==> src/rtl/rtab_pkg.sv <==
package rtab_pkg;
  localparam int SLOTS  = 64;
  localparam int RES_W  = 10;
  localparam int WORD_W = 16;
  localparam int IDX_W  = $clog2(SLOTS);
  localparam int PAD_W  = WORD_W - RES_W;

  typedef enum logic [1:0] {
    VIEW_NONE = 2'd0,
    VIEW_RJU  = 2'd1,
    VIEW_LJS  = 2'd2,
    VIEW_LJU  = 2'd3
  } view_e;
endpackage

==> src/rtl/rtab_decode.sv <==
module rtab_decode
  import rtab_pkg::*;
#(
  parameter int ADDR_W = 10
) (
  input  logic [ADDR_W-1:0] addr,
  output view_e             view,
  output logic [IDX_W-1:0]  idx
);
  localparam int WIN_LSB = IDX_W + 1;
  localparam int WIN_W   = ADDR_W - WIN_LSB;

  logic [WIN_W-1:0] win;
  logic             unused_b0;

  assign win       = addr[ADDR_W-1:WIN_LSB];
  assign idx       = addr[WIN_LSB-1:1];
  assign unused_b0 = addr[0];

  always_comb begin
    case (win)
      WIN_W'(1): view = VIEW_RJU;
      WIN_W'(2): view = VIEW_LJS;
      WIN_W'(3): view = VIEW_LJU;
      default:   view = VIEW_NONE;
    endcase
  end
endmodule

==> src/rtl/rtab_format.sv <==
module rtab_format
  import rtab_pkg::*;
(
  input  view_e             view,
  input  logic [RES_W-1:0]  slot,
  output logic [WORD_W-1:0] word
);
  always_comb begin
    case (view)
      VIEW_RJU: word = {{PAD_W{1'b0}}, slot};
      VIEW_LJS: word = {~slot[RES_W-1], slot[RES_W-2:0], {PAD_W{1'b0}}};
      VIEW_LJU: word = {slot, {PAD_W{1'b0}}};
      default:  word = '0;
    endcase
  end
endmodule

==> src/rtl/rtab_store.sv <==
module rtab_store
  import rtab_pkg::*;
(
  input  logic             clk,
  input  logic             rst_n,
  input  logic             cv_we,
  input  logic [IDX_W-1:0] cv_idx,
  input  logic [RES_W-1:0] cv_data,
  input  logic             bus_we,
  input  logic [IDX_W-1:0] bus_idx,
  input  logic [RES_W-1:0] bus_data,
  input  logic [IDX_W-1:0] rd_idx,
  output logic [RES_W-1:0] rd_data
);
  logic [RES_W-1:0] slot_q [SLOTS];

  for (genvar i = 0; i < SLOTS; i++) begin : g_slot
    logic             cv_hit, bus_hit, en;
    logic [RES_W-1:0] d;

    always_comb begin
      cv_hit  = cv_we  && (cv_idx  == IDX_W'(i));
      bus_hit = bus_we && (bus_idx == IDX_W'(i));
      en      = cv_hit || bus_hit;
      d       = cv_hit ? cv_data : bus_data;   // converter has priority
    end

    always_ff @(posedge clk or negedge rst_n) begin
      if (!rst_n)  slot_q[i] <= '0;
      else if (en) slot_q[i] <= d;
    end
  end

  assign rd_data = slot_q[rd_idx];
endmodule

==> src/rtl/conv_result_table.sv <==
module conv_result_table
  import rtab_pkg::*;
#(
  parameter int ADDR_W = 10
) (
  input  logic              clk,
  input  logic              rst_n,
  input  logic              cv_wr_en,
  input  logic [5:0]        cv_wr_idx,
  input  logic [9:0]        cv_wr_data,
  input  logic [ADDR_W-1:0] bus_addr,
  input  logic              bus_rd,
  input  logic              bus_wr,
  input  logic [15:0]       bus_wdata,
  output logic [15:0]       bus_rdata,
  output logic              bus_rvalid
);
  logic [1:0]        rst_sync_q;
  logic              rst_int_n;
  view_e             view;
  logic [IDX_W-1:0]  idx;
  logic [RES_W-1:0]  slot_rd;
  logic [WORD_W-1:0] fmt_word;
  logic              bus_we;
  logic [WORD_W-1:0] rdata_nx, rdata_q;
  logic              rvalid_nx, rvalid_q;
  logic              unused_hi;

  // Reset: asserts at once, releases two edges later.
  always_ff @(posedge clk or negedge rst_n) begin
    if (!rst_n) rst_sync_q <= 2'b00;
    else        rst_sync_q <= {rst_sync_q[0], 1'b1};
  end
  assign rst_int_n = rst_sync_q[1];

  rtab_decode #(.ADDR_W(ADDR_W)) u_dec (
    .addr(bus_addr), .view(view), .idx(idx)
  );

  assign bus_we    = bus_wr && (view != VIEW_NONE);
  assign unused_hi = ^bus_wdata[WORD_W-1:RES_W];

  rtab_store u_store (
    .clk(clk), .rst_n(rst_int_n),
    .cv_we(cv_wr_en), .cv_idx(cv_wr_idx), .cv_data(cv_wr_data),
    .bus_we(bus_we), .bus_idx(idx), .bus_data(bus_wdata[RES_W-1:0]),
    .rd_idx(idx), .rd_data(slot_rd)
  );

  rtab_format u_fmt (.view(view), .slot(slot_rd), .word(fmt_word));

  always_comb begin
    rvalid_nx = bus_rd;
    rdata_nx  = bus_rd ? fmt_word : rdata_q;
  end

  always_ff @(posedge clk or negedge rst_int_n) begin
    if (!rst_int_n) begin
      rdata_q  <= '0;
      rvalid_q <= 1'b0;
    end else begin
      rdata_q  <= rdata_nx;
      rvalid_q <= rvalid_nx;
    end
  end

  assign bus_rdata  = rdata_q;
  assign bus_rvalid = rvalid_q;
endmodule

==> config.mk <==
export PLATFORM = sky130hd
export DESIGN_NAME = conv_result_table
export DESIGN_NICKNAME = d
export VERILOG_FILES = /design/src/rtl/rtab_pkg.sv /design/src/rtl/rtab_decode.sv /design/src/rtl/rtab_format.sv /design/src/rtl/rtab_store.sv /design/src/rtl/conv_result_table.sv
export SDC_FILE = /design/constraint.sdc
export NUM_CORES = 2
export LEC_CHECK = 0
export BUFFER_PORTS_ARGS = -buffer_cell sky130_fd_sc_hd__buf_4
export CAP_MARGIN = 20
export CORE_ASPECT_RATIO = 1.5
export CORE_MARGIN = 2
export CORE_UTILIZATION = 50
export DETAILED_ROUTE_END_ITERATION = 10
export PLACE_DENSITY = 0.68
export SETUP_SLACK_MARGIN = 0.3
export SLEW_MARGIN = 30
export SYNTH_ARGS = -nofsm -noshare
export SYNTH_HDL_FRONTEND = slang
export SYNTH_SLANG_ARGS = --single-unit
export TNS_END_PERCENT = 30
==> constraint.sdc <==
create_clock -name clk -period 17.95 [get_ports clk]
set_clock_uncertainty 0.1 [all_clocks]
set_input_delay 3.59 -clock clk [delete_from_list [all_inputs] [get_ports clk]]
set_output_delay 3.59 -clock clk [all_outputs]
set_load 0.05 [all_outputs]
==> run summary <==
# resized after CTS: 0
most frequent cell after synthesis: mux2i_1
clk root buf: clkbuf_16
sequential area share after synthesis: 0.453
Initial Util: 0.503
die height: 335 um
Post-synth EDFFs: 0
Gate Count Post-Synth: 3515
I/O Pins: 64
CORE AREA: 72400 um^2
FFs w/ async S/R, synth: 1.00
Mapped Nets: 3562
distinct cell type count after synthesis: 58
Least-Margin Pin Slew: 1050 ps
reg2reg end: u_store.slot_q[67]
Leak: 19.4 nW
Fin Setup TNS: 0 ps
DP HPWL: 66700 um
flops & latches, synth: 659
clk slew on worst S/H paths: 60 ps
final hold violations: 0
Max Clk Rate: 0.135 GHz
Die Area: 75100 um^2
ANT cells: 0
count of pins over their slew limit: 0
first-pass detailed-route iteration total: 6
RSZ-0062 raised after global routing: false
status: finished, final reports clean
max_cap viols: 0
Ys Warns: 0
Tcrit/Tclk final: 0.411
R2R depth: 4
Worst Hold Launch: rst_sync_q[0]
commonest cells in the netlist: 672 x mux2i_1, 659 x dfrtp_1, 658 x nand2_1
CP endpoint kind: flip-flop
Placer Congestion: 0.901
largest net degree at the start of global routing: 163
DR DRC count: 0
vias in the first global route: 27300
crit start category: primary input
nets: 3383
post-route minimum period: 7380 ps
critical path type: in2reg
Hold Path End: rst_sync_q[1]
ys flop type: dfrtp_1
vias per cell: 6.26
antenna violations before repair: 5
WL/cell: 25.9 um
IO buf count: 56
WP buf/inv: 3
TritonCTS clock tree: yes
layout cells sized above 1: 0.136
synth top area cells: dfrtp_1 45%, mux2i_1 18%, mux4_2 11%
vias: 26900
Largest delay share family, worst path: buffers and inverters
worst skew pair latency: 630 ps
maximum VDD drop: 66.3 uV
WL final: 111000 um
total gr overflow: 0
Syn Area/Cell: 10.4 um^2
maximum root-to-sink buffer count: 3
Worst Path Arrival: 7740 ps
Slew headroom: 0.294
Final ANT Viol Nets: 0
final setup fails: 0
WP depth: 7
Die W: 224 um
worst-path cell chain: clkbuf_8 -> buf_4 -> buf_4 -> mux4_2 -> mux4_2 -> mux2i_1 -> o221ai_1
Slowest cell on crit path: buf_4
Worst Path Required: 18310 ps
post-synth top area share: 0.453
crit-path max cell delay: 750 ps
first-pass GRT wire length: 172000 um
total CTS buffers: 66
clk sinks: 659
Area Overhead vs Synth: 7.92%
Cell Pwr Density: 102 nW/um^2
1st-iter DRT viols: 2439
reg2reg start: rst_sync_q[1]
Final Core Density: 0.543
hold depth: 0
reg2reg setup slack: 14630 ps
H-tree depth: 3
postcts setup bufs: 0
Worst Hold Class: reg2reg
# rows: 121
Post-CTS Hold Fix Bufs: 0
CP max FO: 83
mapped cell area: 36400 um^2
GR Util All Layers: 0.303
leading area contributor after synthesis: dfrtp_1
-- stage by stage --
| stage | instances | setup WS, ps | hold slack, ps | total power, mW | cell area [um^2] |
|---|---|---|---|---|---|
| 2_1_floorplan | 3515 | 7140 | 231 | 2.36 | 36400 |
| 3_3_place_gp | 4186 | 10100 | 233 | 2.56 | 37100 |
| 3_5_place_dp | 4189 | 10120 | 236 | 2.60 | 37100 |
| 4_1_cts | 4303 | 10760 | 250 | 4.00 | 39300 |
| 5_1_grt | 4304 | 10560 | 251 | 4.16 | 39300 |
| 6_report | 4304 | 10570 | 248 | 4.00 | 39300 |
-- how the worst max path moves through the flow --
| stage | endpoint | from |
|---|---|---|
| after floorplan | bus_rdata[0] | rst_sync_q[1] |
| after global placement | bus_rdata[14] | bus_addr[2] |
| after detailed placement | bus_rdata[13] | bus_addr[2] |
| after CTS | bus_rdata[13] | bus_addr[2] |
| after global routing | bus_rdata[14] | bus_addr[2] |
| final | bus_rdata[10] | bus_addr[2] |
-- flip-flops by register name, indices dropped and copies added, names as in the netlist --
| register | count |
|---|---|
| bus_rdata | 16 |
| u_store.slot_q | 640 |
| rst_sync_q | 2 |
| bus_rvalid | 1 |
-- cells by family after synthesis --
| family | count (synthesis) | synth area share |
|---|---|---|
| muxes | 862 | 0.299 |
| and+or+nand+nor | 818 | 0.0885 |
| DFF | 659 | 0.453 |
| buffers and inverters | 407 | 0.0470 |
| other | 1 | 0.000103 |
| AOI/OAI and AO/OA | 768 | 0.113 |
-- cell type report --
| cell class | count | area [um^2] |
|---|---|---|
| clock inverters | 16 | 165 |
| flip-flops and latches | 659 | 16500 |
| fillers | 6432 | 33100 |
| clock buffers | 98 | 1970 |
| inverters | 10 | 37.5 |
| repair buffers | 150 | 1210 |
| well taps | 922 | 1150 |
| multi-input cells | 2449 | 18300 |
-- where the power goes --
| group | internal [mW] | switching (mW) | leakage (nW) |
|---|---|---|---|
| combinational | 0.296 | 0.393 | 9.70 |
| clock | 0.801 | 0.614 | 1.05 |
| sequential | 1.75 | 0.143 | 8.65 |
| total | 2.85 | 1.15 | 19.4 |
-- cell usage in the layout (no fill, tap or decap), drive strengths merged, types with 5 or more instances in the layout --
master	n
inv	11
clkbuf	99
nand2	658
mux2i	672
o211ai	5
buf	149
o22ai	8
a22oi	7
clkinv	11
a21o	6
o221ai	7
nand3	5
a21boi	44
o21ai	596
or2	9
a21oi	73
and2	5
dfrtp	659
mux2	13
mux4	177
nor3	17
nor2	98
nand2b	11
-- metal layers --
metal  global-route usage  wire [um]  up-vias
met1                0.385      43700    13600
li1                     -          -    12000
met4                0.166       6090       10
met5                    0         67        -
met2                0.494      54100     1010
met3               0.0508       7350      258
-- worst reg2reg max path, cell delays in order (launching register included) --
cell	delay [ps]
dfrtp_4	960
buf_6	630
buf_6	680
buf_12	520
buf_16	440
Power figures use the tool's default switching activity.
